**src/rtl/pwm_dt_pkg.sv**
```systemverilog
package pwm_dt_pkg;

    // Bit positions inside the control word that the sequencing depends on
    localparam int unsigned ASYM_BIT = 16;
    localparam int unsigned PRE_BIT  = 17;

    typedef enum logic [2:0] {
        DT_SAFE      = 3'd0,
        DT_COMP_ON   = 3'd1,
        DT_RISE_WAIT = 3'd2,
        DT_MAIN_ON   = 3'd3,
        DT_FALL_WAIT = 3'd4
    } dt_state_e;

endpackage

```
**src/rtl/pwm_dt_cfg.sv**
```systemverilog
module pwm_dt_cfg
    import pwm_dt_pkg::*;
#(
    parameter int unsigned DLY_W = 8,
    parameter int unsigned CTL_W = 32
) (
    input  logic             clk,
    input  logic             rst_n,
    input  logic [1:0]       lock_lvl,
    input  logic             ctl_we,
    input  logic [CTL_W-1:0] ctl_wdata,
    input  logic             dtg_we,
    input  logic [DLY_W-1:0] dtg_wdata,
    input  logic             upd_evt,
    output logic [CTL_W-1:0] ctl_rdata,
    output logic [DLY_W-1:0] dtg_rdata,
    output logic [DLY_W-1:0] rise_dly,
    output logic [DLY_W-1:0] fall_dly
);

    logic             unlocked;
    logic             ctl_wr_ok;
    logic             dtg_wr_ok;
    logic             asym_q;
    logic             pre_q;
    logic [DLY_W-1:0] dtg_sh_q;
    logic [DLY_W-1:0] dtgf_sh_q;
    logic [DLY_W-1:0] dtg_act_q;
    logic [DLY_W-1:0] dtgf_act_q;

    assign unlocked  = (lock_lvl == 2'd0);
    assign ctl_wr_ok = ctl_we && unlocked;
    assign dtg_wr_ok = dtg_we && unlocked;

    // Programmed (shadow) copies and mode bits
    always_ff @(posedge clk) begin
        if (!rst_n) begin
            asym_q    <= 1'b0;
            pre_q     <= 1'b0;
            dtg_sh_q  <= '0;
            dtgf_sh_q <= '0;
        end else begin
            if (ctl_wr_ok) begin
                asym_q    <= ctl_wdata[ASYM_BIT];
                pre_q     <= ctl_wdata[PRE_BIT];
                dtgf_sh_q <= ctl_wdata[DLY_W-1:0];
            end
            if (dtg_wr_ok) begin
                dtg_sh_q <= dtg_wdata;
            end
        end
    end

    // Working copies: direct writes when preload is off, transfer on update
    always_ff @(posedge clk) begin
        if (!rst_n) begin
            dtg_act_q  <= '0;
            dtgf_act_q <= '0;
        end else begin
            if (upd_evt) begin
                dtg_act_q  <= dtg_sh_q;
                dtgf_act_q <= dtgf_sh_q;
            end
            if (!pre_q && ctl_wr_ok) begin
                dtgf_act_q <= ctl_wdata[DLY_W-1:0];
            end
            if (!pre_q && dtg_wr_ok) begin
                dtg_act_q <= dtg_wdata;
            end
        end
    end

    // Readback assembly; unused bits stay zero
    always_comb begin
        ctl_rdata                = '0;
        ctl_rdata[DLY_W-1:0]     = dtgf_sh_q;
        ctl_rdata[ASYM_BIT]      = asym_q;
        ctl_rdata[PRE_BIT]       = pre_q;
    end

    assign dtg_rdata = dtg_sh_q;
    assign rise_dly  = dtg_act_q;
    assign fall_dly  = asym_q ? dtgf_act_q : dtg_act_q;

endmodule

```
**src/rtl/pwm_dt_fsm.sv**
```systemverilog
module pwm_dt_fsm
    import pwm_dt_pkg::*;
#(
    parameter int unsigned DLY_W = 8
) (
    input  logic             clk,
    input  logic             rst_n,
    input  logic             ref_lvl,
    input  logic [DLY_W-1:0] rise_dly,
    input  logic [DLY_W-1:0] fall_dly,
    output logic             out_main,
    output logic             out_comp
);

    dt_state_e        state_q, state_d;
    logic [DLY_W-1:0] cnt_q, cnt_d;

    // Targets for entering a gap in either direction
    dt_state_e        rise_tgt, fall_tgt;
    logic [DLY_W-1:0] rise_cnt, fall_cnt;

    always_comb begin
        rise_tgt = (rise_dly == '0) ? DT_MAIN_ON : DT_RISE_WAIT;
        fall_tgt = (fall_dly == '0) ? DT_COMP_ON : DT_FALL_WAIT;
        rise_cnt = rise_dly - DLY_W'(1);
        fall_cnt = fall_dly - DLY_W'(1);
    end

    // State register
    always_ff @(posedge clk) begin
        if (!rst_n) begin
            state_q <= DT_SAFE;
            cnt_q   <= '0;
        end else begin
            state_q <= state_d;
            cnt_q   <= cnt_d;
        end
    end

    // Next-state logic
    always_comb begin
        state_d = state_q;
        cnt_d   = cnt_q;
        unique case (state_q)
            DT_SAFE: begin
                if (ref_lvl) begin
                    state_d = rise_tgt;
                    cnt_d   = rise_cnt;
                end else begin
                    state_d = DT_COMP_ON;
                end
            end
            DT_COMP_ON: begin
                if (ref_lvl) begin
                    state_d = rise_tgt;
                    cnt_d   = rise_cnt;
                end
            end
            DT_RISE_WAIT: begin
                if (!ref_lvl) begin
                    state_d = fall_tgt;
                    cnt_d   = fall_cnt;
                end else if (cnt_q == '0) begin
                    state_d = DT_MAIN_ON;
                end else begin
                    cnt_d = cnt_q - DLY_W'(1);
                end
            end
            DT_MAIN_ON: begin
                if (!ref_lvl) begin
                    state_d = fall_tgt;
                    cnt_d   = fall_cnt;
                end
            end
            DT_FALL_WAIT: begin
                if (ref_lvl) begin
                    state_d = rise_tgt;
                    cnt_d   = rise_cnt;
                end else if (cnt_q == '0) begin
                    state_d = DT_COMP_ON;
                end else begin
                    cnt_d = cnt_q - DLY_W'(1);
                end
            end
            default: begin
                state_d = DT_SAFE;
                cnt_d   = '0;
            end
        endcase
    end

    // Moore outputs
    always_comb begin
        out_main = 1'b0;
        out_comp = 1'b0;
        unique case (state_q)
            DT_MAIN_ON: out_main = 1'b1;
            DT_COMP_ON: out_comp = 1'b1;
            default: begin
                out_main = 1'b0;
                out_comp = 1'b0;
            end
        endcase
    end

endmodule

```
**src/rtl/pwm_dt_pair.sv**
```systemverilog
module pwm_dt_pair #(
    parameter int unsigned DLY_W = 8,
    parameter int unsigned CTL_W = 32
) (
    input  logic             clk,
    input  logic             rst_n,
    input  logic             pwm_ref,
    input  logic [1:0]       lock_lvl,
    input  logic             ctl_we,
    input  logic [CTL_W-1:0] ctl_wdata,
    input  logic             dtg_we,
    input  logic [DLY_W-1:0] dtg_wdata,
    input  logic             upd_evt,
    output logic [CTL_W-1:0] ctl_rdata,
    output logic [DLY_W-1:0] dtg_rdata,
    output logic             out_main,
    output logic             out_comp
);

    logic [DLY_W-1:0] rise_dly;
    logic [DLY_W-1:0] fall_dly;

    pwm_dt_cfg #(
        .DLY_W (DLY_W),
        .CTL_W (CTL_W)
    ) cfg_i (
        .clk       (clk),
        .rst_n     (rst_n),
        .lock_lvl  (lock_lvl),
        .ctl_we    (ctl_we),
        .ctl_wdata (ctl_wdata),
        .dtg_we    (dtg_we),
        .dtg_wdata (dtg_wdata),
        .upd_evt   (upd_evt),
        .ctl_rdata (ctl_rdata),
        .dtg_rdata (dtg_rdata),
        .rise_dly  (rise_dly),
        .fall_dly  (fall_dly)
    );

    pwm_dt_fsm #(
        .DLY_W (DLY_W)
    ) fsm_i (
        .clk      (clk),
        .rst_n    (rst_n),
        .ref_lvl  (pwm_ref),
        .rise_dly (rise_dly),
        .fall_dly (fall_dly),
        .out_main (out_main),
        .out_comp (out_comp)
    );

endmodule

```
**config.mk**
```make
export PLATFORM = sky130hd
export DESIGN_NAME = pwm_dt_pair
export DESIGN_NICKNAME = d
export VERILOG_FILES = /design/src/rtl/pwm_dt_pkg.sv /design/src/rtl/pwm_dt_cfg.sv /design/src/rtl/pwm_dt_fsm.sv /design/src/rtl/pwm_dt_pair.sv
export SDC_FILE = /design/constraint.sdc
export NUM_CORES = 1
export LEC_CHECK = 0
export ABC_CLOCK_PERIOD_IN_PS = 2510
export BUFFER_PORTS_ARGS = -buffer_cell sky130_fd_sc_hd__buf_2
export CAP_MARGIN = 0
export CORE_ASPECT_RATIO = 1.5
export CORE_UTILIZATION = 40
export CTS_CLUSTER_SIZE = 10
export DETAILED_ROUTE_END_ITERATION = 16
export PLACE_DENSITY = 0.73
export SYNTH_ARGS = -nofsm -noshare
export SYNTH_HDL_FRONTEND = slang
export SYNTH_HIERARCHICAL = 1
export SYNTH_SLANG_ARGS = --single-unit
```
**constraint.sdc**
```tcl
create_clock -name clk -period 2.51 [get_ports clk]
set_input_delay 0.251 -clock clk [delete_from_list [all_inputs] [get_ports clk]]
set_output_delay 0.251 -clock clk [all_outputs]
set_load 0.005 [all_outputs]
```
==> results by stage <==
Outcome:
- The run finished, with violations left.
- The checks that failed: design-rule violations.

Synth:
- The synthesized netlist occupies a cell area of between 2000 and 3000 um^2.
- The async set-reset flop share out of synthesis is 0%.
- After synthesis, the netlist uses 53 different library cells.
- The share of synthesized area occupied by flip-flops and latches is about a third.
- The prevailing post-synth register cell is sky130_fd_sc_hd__dfxtp_1.
- The post-synthesis register bit count is between 40 and 50.
- In this run the mean area of a mapped cell was approximately 9 um^2.
- The number of warnings issued by yosys is 6.
- After technology mapping, the gate count stands at 320.
- The number of flops mapped to enable cells by yosys is 0.

Finish:
- The fraction of layout instances using a drive strength above 1 is between 20% and 30%.
- The growth of design area from synthesis to finish is 10.29%.
- The post-route standard cell area excluding fillers is between 3000 and 4000 um^2.
- The post-layout net count is between 400 and 500.
- The antenna cell count is 0.

Power and ir drop:
- The total power divided by cell area is 598.6 nW/um^2.
- IR analysis of the VDD net gives a maximum drop of just over 0.6 mV.
- In this run the static leakage power is about 1.5 nW.

CTS:
- Counting every sink on the clock net gives between 40 and 50.
- The tree is rooted in a sky130_fd_sc_hd__clkbuf_8.
- For this design, the CTS-stage hold fixing added 0 buffers.
- Clock-pin slew was measured on the worst setup and hold paths at 90 ps.
- In this run the post-CTS setup repair buffer count came out at 0.
- The TritonCTS clock tree is done.
- The clock reaches the later pin of the worst-skew pair after about 300 ps.
- In this run the deepest clock path goes through 2 buffers.
- The number of buffers created by CTS is 5.
- After clock tree synthesis, the repair step resized 0 gates.
- The number of H-tree levels is 2.

Setup path:
- The worst endpoint data arrival time is 2570 ps.
- For the worst setup path, the data required time is roughly 2700 ps.
- The cell at the slowest stage of the critical path is sky130_fd_sc_hd__or4_4.
- The largest fanout on the critical path is 10.
- The critical path goes through mux2_2, or4_4, nor4b_2, a221oi_1, a211oi_1.
- STA classifies the critical path startpoint as a flop.
- The critical setup path kind is reg -> reg.
- The largest single stage delay on the critical path is 580 ps.
- The worst setup path is captured at a flop.

Drt:
- The per-cell via count in the routed design is ~5.4.
- The DRC marker count from the first detailed-route iteration is 75.
- For this run, the detailed router's first-pass iteration total came to 12.
- The count of antenna-violating nets left after detailed routing is 0.
- In the routed design, unresolved DRC markers number 8.
- The average routed wire per standard cell is about 14 um.
- The routed layout has 2,358 vias.
- The final wirelength is 5975 um.

Die:
- The chip width is between 70 and 80 um.
- The number of primary I/O pins is 90.
- The area of the core is a little under 7000 um^2.
- The number of rows in the core area is 37.
- The initial utilization of the core area, before any placement, comes to 41.61%.
- The floorplan step set the die height to around 110 um.
- The die covers 7525 um^2.

STA:
- The final sum of negative setup slack is 0 ps.
- After layout, the worst path uses about 93% of the clock period.
- At the pin with the least slew margin, the transition time is 636.0 ps.
- The final count of hold timing violations is 0.
- The time the worst path needs with I/O delays and setup is 2341 ps.
- Setup violations remaining at the end of the flow were counted as 0.
- Setup repair after global routing left no endpoint under its margin.
- The worst pin sits at a relative slew slack of approximately 57%.
- For the final database, setup skew stands at a little over 8 ps.
- The count of final max-slew check failures is 0.
- The maximum clock frequency is 427.1 MHz.

Placement:
- The final weighted congestion in routability-driven placement is 0.8468.
- The cell area reported after detailed placement is ~3000 um^2.
- In this run the tool buffered the top-level ports with 45 buffer cells.
- Once detailed placement completed, the half-perimeter wirelength came to 4668 um.

Min path:
- The min-delay analysis places its worst path in the category in -> reg.

GRT:
- The maximum number of pins on one net before global-route repair is 42.
- The initial antenna violation count is 0.
- The via count of the first global-routing pass came to around 2,300.
- The all-layer global routing usage is between 15 and 20%.
- The overflow left after global routing is 0.
- The global-route wire length before repair is 9915 um.

Job:
- The max capacitance violation total is 0.
==> where the power goes <==
part           internal (W)  leakage [nW]  switching (W)  total, W
clock              0.000395        0.0681       0.000251  0.000647
combinational      0.000202          1.09       0.000228  0.000430
sequential         0.000760         0.368      0.0000582  0.000818
total               0.00136          1.53       0.000537   0.00189
==> sequential cells by signal, summed over array words and instances, names as in the netlist <==
name	flops
cfg_i/dtgf_act_q	8
cfg_i/dtgf_sh_q	8
cfg_i/asym_q	1
cfg_i/dtg_rdata	8
fsm_i/state_q	3
fsm_i/cnt_q	8
cfg_i/rise_dly	8
cfg_i/pre_q	1
==> per-stage QoR <==
step	cells	util, %	hold slack, ps	worst slack [ps]	power, W
final	434	45.89	200.9	168.7	0.001895
after floorplan	341	-	379.2	279.1	0.001176
after detailed placement	426	43.95	501.6	175.0	0.001263
after CTS	434	45.89	190.5	175.8	0.001909
after global placement	426	43.95	489.7	275.2	0.001250
after global routing	434	45.89	193.7	49.33	0.001993
==> cells in the mapped netlist (2+ instances only) <==
cell	instances	area (um^2)
sky130_fd_sc_hd__o22ai_1	8	50.05
sky130_fd_sc_hd__o211ai_1	3	22.52
sky130_fd_sc_hd__a21boi_0	2	15.01
sky130_fd_sc_hd__clkbuf_1	8	30.03
sky130_fd_sc_hd__o2bb2ai_1	3	26.28
sky130_fd_sc_hd__xor2_1	2	17.52
sky130_fd_sc_hd__buf_4	24	180.2
sky130_fd_sc_hd__nand2_1	28	105.1
sky130_fd_sc_hd__nand3_1	5	25.02
sky130_fd_sc_hd__ha_1	6	75.07
sky130_fd_sc_hd__or4b_1	2	20.02
sky130_fd_sc_hd__xnor2_1	10	87.58
sky130_fd_sc_hd__nor3_1	5	25.02
sky130_fd_sc_hd__o22a_1	2	17.52
sky130_fd_sc_hd__inv_1	11	41.29
sky130_fd_sc_hd__a31oi_1	4	25.02
sky130_fd_sc_hd__o21ai_0	5	25.02
sky130_fd_sc_hd__nor3b_1	6	45.04
sky130_fd_sc_hd__buf_2	7	35.03
sky130_fd_sc_hd__o211a_1	16	160.2
sky130_fd_sc_hd__mux2_2	8	90.09
sky130_fd_sc_hd__o31ai_1	2	15.01
sky130_fd_sc_hd__buf_6	2	22.52
sky130_fd_sc_hd__nor2_1	12	45.04
sky130_fd_sc_hd__mux2i_1	35	350.3
sky130_fd_sc_hd__and3_1	2	12.51
sky130_fd_sc_hd__nor4_1	3	18.77
sky130_fd_sc_hd__nor2b_1	20	125.1
sky130_fd_sc_hd__a21oi_1	10	50.05
sky130_fd_sc_hd__a211oi_1	2	15.01
sky130_fd_sc_hd__dfxtp_1	45	900.9
==> final timing paths <==
path                        from  depth (start not counted)  slack [ps]           endpoint
setup / recovery    cfg_i/asym_q                          5         170   fsm_i/state_q[0]
hold / removal      dtg_wdata[6]                          2         200  cfg_i/rise_dly[6]
setup reg to reg    cfg_i/asym_q                          5         170   fsm_i/state_q[0]
hold reg to reg   fsm_i/cnt_q[6]                          2         510     fsm_i/cnt_q[6]
==> placed cells by master (no fill, tap or decap), drive strengths merged, types with 3 or more instances in the layout <==
master and count:
nor2 12, nor3 5, nand2 28, o22ai 8, xnor2 10, o211a 16, inv 11, o2bb2ai 3
o211ai 3, a21oi 10, conb 22, ha 6, o21ai 5, a31oi 4, nor3b 6, mux2 8
clkbuf 5, mux2i 35, nand3 5, nor4 5, nor2b 20, dfxtp 45, buf 48
==> worst max-delay path, delay by kind of cell (launching register included) <==
family	cells	cell delay [ps]
AOI/OAI and AO/OA	2	380
DFF	1	560
muxes	1	420
and+or+nand+nor	2	900
==> routing by layer <==
| metal | global-route usage, % | vias to the layer above | share of wire [%] |
|---|---|---|---|
| met5 | 0 | - | 0 |
| met4 | 8.000 | 0 | 2.4 |
| met3 | 2.868 | 12 | 2.9 |
| met2 | 31.90 | 57 | 56 |
| met1 | 16.42 | 1127 | 38 |
| li1 | - | 1162 | - |
==> cell type report <==
cell class	instances	area, um^2
clock inverter	3	65.06
sequential	45	900.9
tap	78	97.59
multi-input combinational	244	1744
fill	675	3732
inverter	11	41.29
clock buffer	5	68.82
timing repair buffer	48	247.7
==> cells by family after synthesis <==
group,count (synthesis),synth area share [%]
fa+ha+maj,6,2.615
xor+xnor,12,3.662
flops,45,31.39
simple gates,98,19.62
buf+inv,52,10.77
other cells,1,0.1307
mux,43,15.34
compound gates,63,16.48
Power figures use the tool's default switching activity.
